**src/rtl/lrr_pkg.sv**
```systemverilog
package lrr_pkg;

    typedef enum logic [1:0] {
        ST_IDLE = 2'd0,
        ST_XFER = 2'd1,
        ST_LOCK = 2'd2
    } arb_state_e;

endpackage

```
**src/rtl/lrr_picker.sv**
```systemverilog
module lrr_picker #(
    parameter int N_AGENTS = 4,
    localparam int IDX_W = $clog2(N_AGENTS)
) (
    input  logic [N_AGENTS-1:0] req_i,
    input  logic [IDX_W-1:0]    ptr_i,
    output logic                any_o,
    output logic [IDX_W-1:0]    idx_o,
    output logic [N_AGENTS-1:0] onehot_o
);

    logic             found;
    logic [IDX_W-1:0] pick;

    // search upward from the pointer, wrapping at the top agent
    always_comb begin
        found = 1'b0;
        pick  = '0;
        for (int k = 0; k < N_AGENTS; k++) begin
            int c;
            c = int'(ptr_i) + k;
            if (c >= N_AGENTS) c = c - N_AGENTS;
            if (!found && req_i[c]) begin
                found = 1'b1;
                pick  = IDX_W'(c);
            end
        end
    end

    assign any_o = found;
    assign idx_o = pick;

    for (genvar g = 0; g < N_AGENTS; g++) begin : g_dec
        assign onehot_o[g] = found && (pick == IDX_W'(g));
    end

endmodule

```
**src/rtl/lrr_rr_ptr.sv**
```systemverilog
module lrr_rr_ptr #(
    parameter int N_AGENTS = 4,
    localparam int IDX_W = $clog2(N_AGENTS)
) (
    input  logic             clk,
    input  logic             rst,
    input  logic             advance_i,
    input  logic [IDX_W-1:0] last_i,
    output logic [IDX_W-1:0] ptr_o
);

    localparam logic [IDX_W-1:0] TOP = IDX_W'(N_AGENTS - 1);

    logic [IDX_W-1:0] ptr_q;

    always_ff @(posedge clk) begin
        if (rst) begin
            ptr_q <= '0;
        end else if (advance_i) begin
            ptr_q <= (last_i == TOP) ? '0 : last_i + 1'b1;
        end
    end

    assign ptr_o = ptr_q;

endmodule

```
**src/rtl/lrr_arbiter.sv**
```systemverilog
module lrr_arbiter #(
    parameter int N_AGENTS = 4,
    localparam int IDX_W = $clog2(N_AGENTS)
) (
    input  logic                clk,
    input  logic                rst,
    input  logic [N_AGENTS-1:0] req_i,
    input  logic [N_AGENTS-1:0] lock_i,
    input  logic [N_AGENTS-1:0] done_i,
    output logic [N_AGENTS-1:0] gnt_o,
    output logic [IDX_W-1:0]    owner_o
);
    import lrr_pkg::*;

    arb_state_e          state_q, state_d;
    logic [N_AGENTS-1:0] gnt_q, gnt_d;
    logic [IDX_W-1:0]    owner_q, owner_d;
    logic [IDX_W-1:0]    ptr;
    logic                win_any;
    logic [IDX_W-1:0]    win_idx;
    logic [N_AGENTS-1:0] win_oh;
    logic                own_done, own_lock, release_w;

    lrr_picker #(.N_AGENTS(N_AGENTS)) u_pick (
        .req_i    (req_i),
        .ptr_i    (ptr),
        .any_o    (win_any),
        .idx_o    (win_idx),
        .onehot_o (win_oh)
    );

    lrr_rr_ptr #(.N_AGENTS(N_AGENTS)) u_ptr (
        .clk       (clk),
        .rst       (rst),
        .advance_i (release_w),
        .last_i    (owner_q),
        .ptr_o     (ptr)
    );

    assign own_done = done_i[owner_q];
    assign own_lock = lock_i[owner_q];

    // state register
    always_ff @(posedge clk) begin
        if (rst) begin
            state_q <= ST_IDLE;
            gnt_q   <= '0;
            owner_q <= '0;
        end else begin
            state_q <= state_d;
            gnt_q   <= gnt_d;
            owner_q <= owner_d;
        end
    end

    // transitions: GRANT_XFER, GRANT_LOCK, XFER_END, UNLOCK
    always_comb begin
        state_d   = state_q;
        release_w = 1'b0;
        unique case (state_q)
            ST_IDLE: begin
                if (win_any) state_d = lock_i[win_idx] ? ST_LOCK : ST_XFER;
            end
            ST_XFER: begin
                if (own_done) begin
                    state_d   = ST_IDLE;
                    release_w = 1'b1;
                end
            end
            ST_LOCK: begin
                if (own_done && !own_lock) begin
                    state_d   = ST_IDLE;
                    release_w = 1'b1;
                end
            end
            default: state_d = ST_IDLE;
        endcase
    end

    // outputs
    always_comb begin
        gnt_d   = gnt_q;
        owner_d = owner_q;
        if (state_q == ST_IDLE && win_any) begin
            gnt_d   = win_oh;
            owner_d = win_idx;
        end else if (release_w) begin
            gnt_d   = '0;
            owner_d = '0;
        end
    end

    assign gnt_o   = gnt_q;
    assign owner_o = owner_q;

endmodule

```
**config.mk**
```make
export PLATFORM = sky130hd
export DESIGN_NAME = lrr_arbiter
export DESIGN_NICKNAME = d
export VERILOG_FILES = /design/src/rtl/lrr_pkg.sv /design/src/rtl/lrr_picker.sv /design/src/rtl/lrr_rr_ptr.sv /design/src/rtl/lrr_arbiter.sv
export SDC_FILE = /design/constraint.sdc
export NUM_CORES = 1
export LEC_CHECK = 0
export ABC_AREA = 1
export CAP_MARGIN = 20
export CORE_MARGIN = 3
export CORE_UTILIZATION = 29
export DETAILED_ROUTE_END_ITERATION = 16
export PLACE_DENSITY = 0.5
export SYNTH_ARGS = -nofsm -noshare
export SYNTH_HDL_FRONTEND = slang
export SYNTH_HIERARCHICAL = 1
export SYNTH_SLANG_ARGS = --single-unit
```
**constraint.sdc**
```tcl
create_clock -name clk -period 2.6 [get_ports clk]
set_input_delay 0.39 -clock clk [delete_from_list [all_inputs] [get_ports clk]]
set_output_delay 0.39 -clock clk [all_outputs]
set_load 0.01 [all_outputs]
```
### After elaboration in Yosys (flattened, before gate mapping)

Index checks and enable logic that the tools add are counted.

| word-level totals | value |
|---|---|
| flip-flop bits (word level) | 10 |
| output and inout port bits | 6 |
| logic and storage cells | 91 |

| cells by class | value |
|---|---|
| equal/unequal tests | 9 |
| reductions and logical operators | 17 |
| add/sub/neg operators | 8 |
| multiplexer cells | 43 |
| magnitude comparators | 10 |

Operators by type and width:

| kind | number |
|---|---|
| < comparator 32 x 4 -> 1 bit, second input constant | 4 |
| two-way mux 32 bit | 4 |
| >= comparator 32 x 4 -> 1 bit, second input constant | 3 |
| subtractor 32 x 4 -> 32 bit, second input constant | 3 |
| two-way mux 2 bit | 11 |
| two-way mux 1 bit | 17 |
| binary-select mux 1 bit (select 2 bit) | 7 |
| logical AND 1 bit | 9 |
| equality test 2 bit, second input constant | 4 |
| two-way mux 4 bit | 2 |
| adder 2 x 2 -> 3 bit, second input constant | 2 |
| < comparator 2 x 3 -> 1 bit, second input constant | 2 |
| case mux 2 bit (3 select lines) | 1 |
| equality test 2 x 1 -> 1 bit, second input constant | 2 |
| logical NOT 1 bit | 4 |
| logical NOT 2 bit | 2 |
| inequality test 2 bit, second input constant | 2 |
| subtractor 2 x 3 -> 4 bit, second input constant | 1 |
| adder 2 x 1 -> 3 bit, second input constant | 1 |
| >= comparator 2 x 3 -> 1 bit, second input constant | 1 |
| AND reduction 3 bit | 1 |
| adder 2 x 1 -> 2 bit, second input constant | 1 |
| inequality test 2 x 1 -> 1 bit, second input constant | 1 |
| case mux 1 bit (2 select lines) | 1 |
| nonzero test 2 bit | 1 |

### Depth between registers and ports, before layout

Gate-level depths: netlist of the first run.

| depth | value |
|---|---|
| word-level depth | 20 |
| mapped depth | 18 |
| gate-level depth less buffers | 17 |

### Modules after synthesis

The synthesis of the first run kept the hierarchy.

Modules (own cells, without submodules):

| module | instances | cells an instance | seq. area each (sq um) | area each (sq um) |
|---|---|---|---|---|
| lrr_arbiter | 1 | 79 | 160.2 | 510.5 |
| lrr_picker | 1 | 70 | 0.0 | 386.6 |
| lrr_rr_ptr | 1 | 12 | 40.0 | 88.8 |

### Worst setup path before layout of the first run

OpenSTA, ideal clock, no wires.

| timing | value |
|---|---|
| path kind | flip-flop to flip-flop |
| from | register u_ptr.ptr_q[0], in the netlist u_ptr/ptr_o[0] |
| to | register state_q[0] |
| data required time | 2.472 ns |
| clock period less this slack | 1.696 ns |
| path buffers | 1 |
| cell stages (with the launch flop) | 17 |
| arrival time | 1.568 ns |
| setup slack | 0.904 ns |
| setup time | 0.128 ns |
| path through | dfxtp_1 -> buf_6 -> inv_8 -> nand2_1 -> nand2_1 -> nand2_4 -> nand2_2 -> nor2_4 -> nand3_2 -> nand3_2 -> inv_1 -> o21ai_0 -> nand2_1 -> nand2_1 -> inv_1 -> nand4_1 -> a21oi_1 |

| on the way | value |
|---|---|
| elaborated cells on any way between the ends | 48 |
| those cells by class | add/sub: 7; order compare: 4; eq/ne: 1; mux: 29; reduce/logical: 7 |

RTL lines:

| what | RTL line | source |
|---|---|---|
| start: declaration | lrr_rr_ptr.sv:14 | `logic [IDX_W-1:0] ptr_q;` |
| start signal: assignment | lrr_rr_ptr.sv:20 | `ptr_q <= (last_i == TOP) ? '0 : last_i + 1'b1;` |
| parallel branches: the longest is 14 deep, another holds subtractor 32 x 4 -> 32 bit | n/a |  |
| two-way mux 1 bit * | lrr_picker.sv:23 | `if (!found && req_i[c]) begin` |
| via win_any | lrr_arbiter.sv:19 | `logic win_any;` |
| inequality test 2 x 1 -> 1 bit (no line) * | n/a |  |
| AND reduction 3 bit (no line) * | n/a |  |
| end signal: assignment | lrr_arbiter.sv:50 | `state_q <= state_d;` |
| end: declaration | lrr_arbiter.sv:15 | `arb_state_e state_q, state_d;` |

Mark *: on every way through the listed nets, which the timed path passes. The select of a mux whose other input is x is not followed.
A chain may end at the register's enable or synchronous reset.

### Worst setup path after layout of the first run

Same ends and word-level chain as after synthesis.

==> results.yml, run 1 <==
run_status:
  status: "finished clean"
cells_and_area:
  drive_gt1_frac: 0.2253
  fillers: 355
  layout.nets: 201
  diodes: 0
  multi_input_area_um2: 654.4
  area_growth_pct: 27.03
  seqCellArea_um2: 200.2
  finalCoreUtilization: 0.3972
worst_setup_path:
  crit_slowest_cell: "dfxtp_1"
  path_class: "reg2reg"
  critPathBufInv: 3
  path_cells: "nand2_1, nand3_1, o21ai_2, inv_1, nand3_2, nand3_2, inv_1, o21ai_0, nand2_1, nand2_1, inv_1, nand4_1, a21oi_1"
  end_kind: "register"
  cp.required_ns: 2.74
  cpPeakStageDelay_ns: 0.66
  crit_path_start_kind: "register"
  r2r_end: "state_q[0]$_SDFFE_PP0P_"
  path_max_fanout: 11
  critical_path_arrival_ns: 2.25
  r2r_start: "u_ptr/ptr_o[0]$_SDFFE_PP0P_"
  crit_family: "simple AND/OR/NAND/NOR gates"
  reg2reg_depth: 13
  rrSetupSlack_ns: 0.50
synthesis:
  syn_area_um2: 985.9
  yosys_warnings: 6
  synth_fp_nets: 179
  seq_area_frac_synth: 0.2030
  yosysMostFrequentCell: "nand2_1"
  synth_edf_count: 0
  syn_inst: 161
  synthArstFlopShare: 0
  synth_top_area_share: 0.2030
  synthFlopType: "dfxtp_1"
  synth.avg_cell_area_um2: 6.124
  yosys-top-cells-area: "dfxtp_1 20%, nand2_1 19%, nand2_2 9.5%, inv_1 8.8%, nand3_2 7.1%"
  synth_seq_cells: 10
  yosys.area.top_type: "dfxtp_1"
  synth_cell_types: 20
  ys_top_cells_by_count: "51 x nand2_1, 23 x inv_1, 15 x nand2_2"
power_and_ir_drop:
  p_leak_nw: 0.6275
  power_density_nw_per_um2: 854.6
  p_sw_uw: 516.3
  power.share.clock: 0.130
  switching_share: 0.4823
  power_frac_seq: 0.246
  internal_power_uw: 554.1
  vdd_drop_max_mv: 0.4017
  pwr-share-comb: 0.625
route:
  drc_errors: 0
  drt-pass1-iter-count: 4
  via_count: 1003
  ant_nets: 0
  viasPerCell: 4.438
  first_iter_violations: 23
  wl_per_cell_um: 9.659
  totalWireLength_mm: 2.183
clock_tree:
  ctsResizeCount: 0
  cts_max_level: 1
  root_buffer: "clkbuf_4"
  postCtsSetupBuffers: 0
  clk_latency_ns: 0.26
  cts.clk_slew.worst_paths_ns: 0.07
  cts_buffers: 3
  clock-sinks: 10
  cts_tree: "yes"
  cts_buffer_depth: 2
  cts.hold.buffers_added: 0
floorplan:
  die_area_um2: 4135
  die_h_um: 64.31
  rows: 20
  coreArea_um2: 3153
  start_util: 0.3127
  die_w_um: 64.31
  boundaryPins: 20
timing:
  fmax_ghz: 0.4756
  setup_tns_ns: 0
  drv_slew: 0
  layout_min_cycle_time_ns: 2.103
  worstMarginPinSlew_ns: 0.5375
  period_share: 0.8087
  finClkSkew_ns: 0.004852
  finalHoldViolCount: 0
  rsz0062_at_grt: "no"
  slew-limit-headroom: 0.6412
  setup_viol: 0
hold_path:
  hp-start: "gnt_o[2]$_SDFFE_PP0P_"
  whs_path_depth: 2
  min_to: "gnt_o[2]$_SDFFE_PP0P_"
  hold_path_class: "reg2reg"
global_routing:
  grt_max_degree: 12
  gr-total-overflow: 0
  antenna_found_initial: 0
  grt_usage: 0.1187
  grt_pass1_vias: 1030
  grt_pass1_wl_mm: 4.112
placement:
  hpwlAfterDp_mm: 1.820
  port_buffers: 19
  gp_congestion: 0.7851
job:
  max_cap_violations: 0
[power groups by stage]
stage | sequential, mW | clock [mW] | combinational, mW
after global placement | 0.267 | 0 | 0.672
after global routing | 0.273 | 0.153 | 0.772
final | 0.263 | 0.139 | 0.669
after CTS | 0.264 | 0.144 | 0.678
after detailed placement | 0.268 | 0 | 0.675
after floorplan | 0.260 | 0 | 0.504
[sequential cells by signal, summed over array words and instances, names as in the netlist]
name and cells:
u_ptr/ptr_o 2, owner_o 2, gnt_o 4, state_q 2
[routing by layer]
layer / routed length, um / vias up / global-route usage / part of all wire
met5: 0 / - / 0 / 0
li1: - / 541 / - / -
met1: 1144 / 446 / 0.1571 / 0.52
met2: 944 / 14 / 0.2036 / 0.43
met4: 10 / 0 / 0.007916 / 0.0046
met3: 83 / 2 / 0.02812 / 0.038
[stage by stage]
stage / setup WS (ns) / hold WS, ns / instance area [um2] / power [mW] / cells
after floorplan: 0.9044 / 0.4559 / 985.9 / 0.7641 / 161
after global placement: 0.3246 / 0.4709 / 1216 / 0.9384 / 222
after detailed placement: 0.3295 / 0.4778 / 1216 / 0.9428 / 222
after CTS: 0.4597 / 0.4888 / 1252 / 1.087 / 226
after global routing: 0.1858 / 0.5167 / 1252 / 1.199 / 226
final: 0.4973 / 0.4791 / 1252 / 1.070 / 226
[layout by cell type, fill, tap and decap left out, types with 4 or more instances in the layout]
cell type,netlist,final
dfxtp_1,10,10
inv_1,23,23
nand3_1,12,12
inv_2,5,5
a21oi_1,8,8
ha_1,4,4
clkdlybuf4s50_1,0,19
nor2_1,7,7
nand3_2,7,7
nand2_1,51,51
nand2_2,15,15
[tightest hold or removal path, delay by kind of cell, from the launching register on]
kind | cells | cell delay (ns)
compound gates | 1 | 0.05
simple gates | 1 | 0.07
flops | 1 | 0.31
[worst max-delay path by stage]
| stage | startpoint | to | cells after the start |
|---|---|---|---|
| after floorplan | u_ptr/ptr_o[0]$_SDFFE_PP0P_ | state_q[0]$_SDFFE_PP0P_ | 16 |
| after global placement | req_i[3] | state_q[0]$_SDFFE_PP0P_ | 16 |
| after detailed placement | req_i[3] | state_q[0]$_SDFFE_PP0P_ | 16 |
| after CTS | u_ptr/ptr_o[0]$_SDFFE_PP0P_ | state_q[0]$_SDFFE_PP0P_ | 13 |
| after global routing | u_ptr/ptr_o[0]$_SDFFE_PP0P_ | state_q[0]$_SDFFE_PP0P_ | 13 |
| final | u_ptr/ptr_o[0]$_SDFFE_PP0P_ | state_q[0]$_SDFFE_PP0P_ | 13 |
[kinds of logic (layout without fill, tap and decap cells)]
family                     count (synthesis)  in the layout  synth area share
AOI/OAI and AO/OA                         15             15           0.08756
adders and majority gates                  4              4           0.05076
buffers and inverters                     31             52            0.1332
DFF                                       10             10            0.2030
and+or+nand+nor                          101            101            0.5254
[cell type report]
class,count,area share
clock buffer,4,0.02897
inverter,29,0.09291
multi-input combinational,120,0.5225
sequential,10,0.1598
tap,44,0.04396
timing repair buffer,19,0.1518
No activity file was read; power rests on OpenSTA's default activity.
==> run 2: changes to the inputs <==
- PLACE_DENSITY: 0.5 -> 0.52
- clock period: 2.6 -> 1.75 ns (I/O delays scaled with it)
==> results.yml, run 2 (same netlist as run 1, synthesis figures left out) <==
run_status:
  status: "finished clean"
power_and_ir_drop:
  vdd_drop_max_mv: 0.6567
  power_density_nw_per_um2: 1252
  pwr-share-comb: 0.679
  power_frac_seq: 0.228
  power.share.clock: 0.093
  switching_share: 0.4805
  p_leak_nw: 0.6590
  p_sw_uw: 798.3
  internal_power_uw: 863.1
timing:
  rsz0062_at_grt: "yes"
  fmax_ghz: 0.5716
  finalHoldViolCount: 0
  setup_tns_ns: 0
  finClkSkew_ns: 0.002365
  drv_slew: 0
  setup_viol: 0
  worstMarginPinSlew_ns: 0.3322
  layout_min_cycle_time_ns: 1.749
  period_share: 0.9997
  slew-limit-headroom: 0.7782
global_routing:
  gr-total-overflow: 0
  grt_pass1_vias: 1015
  grt_max_degree: 12
  grt_pass1_wl_mm: 4.119
  grt_usage: 0.1209
  antenna_found_initial: 0
clock_tree:
  clk_latency_ns: 0.26
  postCtsSetupBuffers: 0
  cts.hold.buffers_added: 0
  cts_max_level: 1
  clock-sinks: 10
  cts_buffer_depth: 2
  cts_buffers: 3
  cts_tree: "yes"
  cts.clk_slew.worst_paths_ns: 0.06
  root_buffer: "clkbuf_4"
worst_setup_path:
  path_cells: "clkdlybuf4s50_1, inv_1, nand2_2, nand2_2, o21ai_2, nand2_2, nand3_2, nand3_2, inv_2, nand2_1, o21ai_1, nand2_1, nand2_1, inv_1, nand4_1, a21oi_1"
  cpPeakStageDelay_ns: 0.47
  crit_slowest_cell: "clkdlybuf4s50_1"
  critical_path_arrival_ns: 1.89
  path_class: "in2reg"
  crit_path_start_kind: "primary input"
  critPathBufInv: 4
  crit_family: "buffers and inverters"
  cp.required_ns: 1.89
  path_max_fanout: 5
  end_kind: "register"
job:
  max_cap_violations: 0
floorplan:
  die_area_um2: 4135
  die_h_um: 64.31
  boundaryPins: 20
  coreArea_um2: 3153
  rows: 20
  start_util: 0.3127
  die_w_um: 64.31
placement:
  dp.cells: 229
  hpwlAfterDp_mm: 1.809
  gp_congestion: 0.7631
  port_buffers: 19
cells_and_area:
  largest_reg_flops: 4
  stdcell_count: 232
  final_common_cell: "nand2_1"
  diodes: 0
  layout.nets: 208
  final_cell_mix: "46 x nand2_1, 20 x inv_1, 20 x nand2_2, 19 x clkdlybuf4s50_1, 12 x nand3_1"
  area_growth_pct: 34.64
  drive_gt1_frac: 0.3032
hold_path:
  hold_path_class: "reg2reg"
route:
  viasPerCell: 4.457
  drc_errors: 0
  via_count: 1034
  totalWireLength_mm: 2.209
  first_iter_violations: 61
  wl_per_cell_um: 9.522
  ant_nets: 0
  drt-pass1-iter-count: 4
run 2: changes by cell type in the layout (fill, tap and decap cells not counted), sizes merged:
| cell | before | now |
|---|---|---|
| buf | 0 | 7 |
| clkbuf | 4 | 3 |
run 2: what timing repair did:
item,in CTS,in global routing
hold endpoints to repair,0,0
pin swaps,2,2
gates resized for setup,9,5
endpoints found under the setup margin,2,8
run 2: power groups by stage:
stage               Combinational [mW]  Clock [mW]  Sequential [mW]
floorplan                        0.748           0            0.387
global placement                  1.09           0            0.378
detailed placement                1.09           0            0.382
CTS                               1.12       0.164            0.379
global route                      1.29       0.183            0.395
finish                            1.13       0.154            0.379
run 2: per-layer routing:
| metal | GRT usage | routed length (um) |
|---|---|---|
| met1 | 0.1611 | 1136 |
| met2 | 0.1946 | 967 |
| met3 | 0.02285 | 97 |
| met4 | 0.03958 | 8 |
| met5 | 0 | 0 |
run 2: cell type report:
class | count | area [um2]
clock buffers | 3 | 22.52
fillers | 361 | 1826
inverters | 29 | 121.4
multi-input cells | 120 | 666.9
flip-flops and latches | 10 | 202.7
well taps | 44 | 55.05
repair buffers | 26 | 259.0
run 2: final timing paths:
kind / startpoint / end / slack (ns) / depth (start not counted)
worst max-delay path: req_i[1] / state_q[0]$_SDFFE_PP0P_ / 0.0006 / 16
worst min-delay path: gnt_o[3]$_SDFFE_PP0P_ / gnt_o[3]$_SDFFE_PP0P_ / 0.48 / 2
worst max register to register: u_ptr/ptr_o[0]$_SDFFE_PP0P_ / state_q[0]$_SDFFE_PP0P_ / 0.02 / 17
worst min register to register: gnt_o[3]$_SDFFE_PP0P_ / gnt_o[3]$_SDFFE_PP0P_ / 0.48 / 2
run 2: through the flow:
step / hold WS, ns / util / total power, mW / instance area (um2) / setup slack, ns
after detailed placement: 0.4781 / 0.4063 / 1.476 / 1281 / -0.3318
after global placement: 0.4713 / 0.4063 / 1.466 / 1281 / -0.3122
after CTS: 0.4877 / 0.4175 / 1.660 / 1316 / 0.002675
after global routing: 0.5223 / 0.4210 / 1.866 / 1328 / -0.2023
after floorplan: 0.4286 / - / 1.135 / 985.9 / 0.05436
final: 0.4840 / 0.4210 / 1.661 / 1328 / 0.0005822
run 2: worst reg2reg max path: cells and delay by family (launching register included):
| family | cells | cell delay, ns |
|---|---|---|
| flops | 1 | 0.33 |
| buf+inv | 4 | 0.34 |
| simple gates | 11 | 0.81 |
| compound gates | 2 | 0.13 |
==> run 3: changes to the inputs <==
- SKIP_CTS_REPAIR_TIMING: default -> 1
==> results.yml, run 3 (same netlist as run 1, synthesis figures left out) <==
worst_setup_path:
  r2r_end: "state_q[0]$_SDFFE_PP0P_"
  cp_common_cell: "nand2_1"
  rrSetupSlack_ns: 0
  endpoint: "state_q[0]$_SDFFE_PP0P_"
  end_kind: "register"
  crit_path_start_kind: "primary input"
  r2r_start: "u_ptr/ptr_o[0]$_SDFFE_PP0P_"
  crit_path_start: "req_i[1]"
  reg2reg_depth: 17
  crit_slowest_cell: "clkdlybuf4s50_1"
  path_max_fanout: 5
  path_class: "in2reg"
  path_cells: "clkdlybuf4s50_1, inv_1, nand2_1, nand2_2, o21ai_2, nand2_2, nand3_2, nand3_2, inv_2, nand2_1, o21ai_1, nand2_1, nand2_1, inv_1, nand4_1, a21oi_1"
  cpPeakStageDelay_ns: 0.47
  critical_path_arrival_ns: 1.90
  cp.required_ns: 1.89
timing:
  fin_ws_ns: -0.01527
  layout_min_cycle_time_ns: 1.765
  slew-limit-headroom: 0.7811
  setup_viol: 2
  rsz0062_at_grt: "yes"
  finalHoldViolCount: 0
  drv_slew: 0
  fmax_ghz: 0.5665
  period_share: 1.009
  worstMarginPinSlew_ns: 0.3280
  finClkSkew_ns: 0.002157
  whs_ns: 0.4852
floorplan:
  die_w_um: 64.31
  boundaryPins: 20
  coreArea_um2: 3153
  rows: 20
  die_area_um2: 4135
  die_h_um: 64.31
  start_util: 0.3127
route:
  totalWireLength_mm: 2.196
  drt-pass1-iter-count: 4
  ant_nets: 0
  first_iter_violations: 64
  via_count: 1026
  drc_errors: 0
  viasPerCell: 4.422
  wl_per_cell_um: 9.466
clock_tree:
  cts_tree: "yes"
  cts.clk_slew.worst_paths_ns: 0.06
  cts_buffer_depth: 2
  clock-sinks: 10
  clk_latency_ns: 0.26
  cts_max_level: 1
  root_buffer: "clkbuf_4"
  cts_buffers: 3
global_routing:
  gr-total-overflow: 0
  grt_max_degree: 12
  grt_usage: 0.1194
  antenna_found_initial: 0
  grt_pass1_wl_mm: 4.084
  grt_pass1_vias: 1002
cells_and_area:
  drive_gt1_frac: 0.2979
  layout.nets: 208
  largest_reg_flops: 4
  diodes: 0
  fillers: 362
  stdcell_count: 232
  final_cell_mix: "48 x nand2_1, 19 x inv_1, 19 x clkdlybuf4s50_1, 18 x nand2_2, 12 x nand3_1"
  finalCoreUtilization: 0.4179
  area_growth_pct: 33.63
  final_common_cell: "nand2_1"
hold_path:
  hold_path_class: "reg2reg"
run_status:
  status: "finished, violations left"
  violations: "negative setup slack"
power_and_ir_drop:
  power.share.clock: 0.093
  vdd_drop_max_mv: 0.6548
  internal_power_uw: 860.0
  power_density_nw_per_um2: 1256
  p_leak_nw: 0.6547
  switching_share: 0.4805
  p_sw_uw: 795.4
  pwr-share-comb: 0.678
  power_frac_seq: 0.229
placement:
  gp_congestion: 0.7631
  pre_cts_ws_ns: -0.3318
  port_buffers: 19
  hpwlAfterDp_mm: 1.809
  dp.cells: 229
job:
  max_cap_violations: 0
run 3: power groups by stage:
stage          logic [mW]  registers, mW  clock network [mW]
2_1_floorplan       0.748          0.387                   0
3_3_place_gp         1.09          0.378                   0
3_5_place_dp         1.09          0.382                   0
4_1_cts              1.10          0.377               0.164
5_1_grt              1.28          0.395               0.183
6_report             1.12          0.379               0.154
run 3: worst max-delay path: cells and delay by family:
| kind | cells | cell delay (ns) |
|---|---|---|
| buffers and inverters | 4 | 0.66 |
| AO/OA/AOI/OAI | 3 | 0.29 |
| AND/OR/NAND/NOR | 9 | 0.69 |
run 3: cell type report:
type	instances	area, um2	area share
Multi-Input combinational cell	120	661.9	0.5024
Timing Repair Buffer	26	259.0	0.1966
Sequential cell	10	202.7	0.1538
Inverter	29	116.4	0.08832
Tap cell	44	55.05	0.04179
Clock buffer	3	22.52	0.01709
run 3: stage by stage:
| stage | power [mW] | TNS, ns | area [um2] |
|---|---|---|---|
| CTS | 1.642 | -0.1565 | 1304 |
| global placement | 1.466 | -1.848 | 1281 |
| floorplan | 1.135 | 0 | 985.9 |
| global route | 1.858 | -0.3865 | 1318 |
| detailed placement | 1.476 | -1.834 | 1281 |
| finish | 1.655 | -0.02565 | 1318 |
run 3: per-layer routing:
metal / GRT usage / share of wire
met5: 0 / 0
met2: 0.1920 / 0.42
met1: 0.1589 / 0.53
met4: 0.03958 / 0.0036
met3: 0.02285 / 0.040
run 3: worst min path at each step:
| stage | startpoint | endpoint | slack (ns) | cells after the start |
|---|---|---|---|---|
| finish | gnt_o[2]$_SDFFE_PP0P_ | gnt_o[2]$_SDFFE_PP0P_ | 0.49 | 2 |
| global route | gnt_o[3]$_SDFFE_PP0P_ | gnt_o[3]$_SDFFE_PP0P_ | 0.52 | 2 |
| CTS | gnt_o[1]$_SDFFE_PP0P_ | gnt_o[1]$_SDFFE_PP0P_ | 0.49 | 2 |
| detailed placement | gnt_o[1]$_SDFFE_PP0P_ | gnt_o[1]$_SDFFE_PP0P_ | 0.48 | 2 |
| global placement | gnt_o[3]$_SDFFE_PP0P_ | gnt_o[3]$_SDFFE_PP0P_ | 0.47 | 2 |
| floorplan | rst | u_ptr/ptr_o[1]$_SDFFE_PP0P_ | 0.43 | 3 |
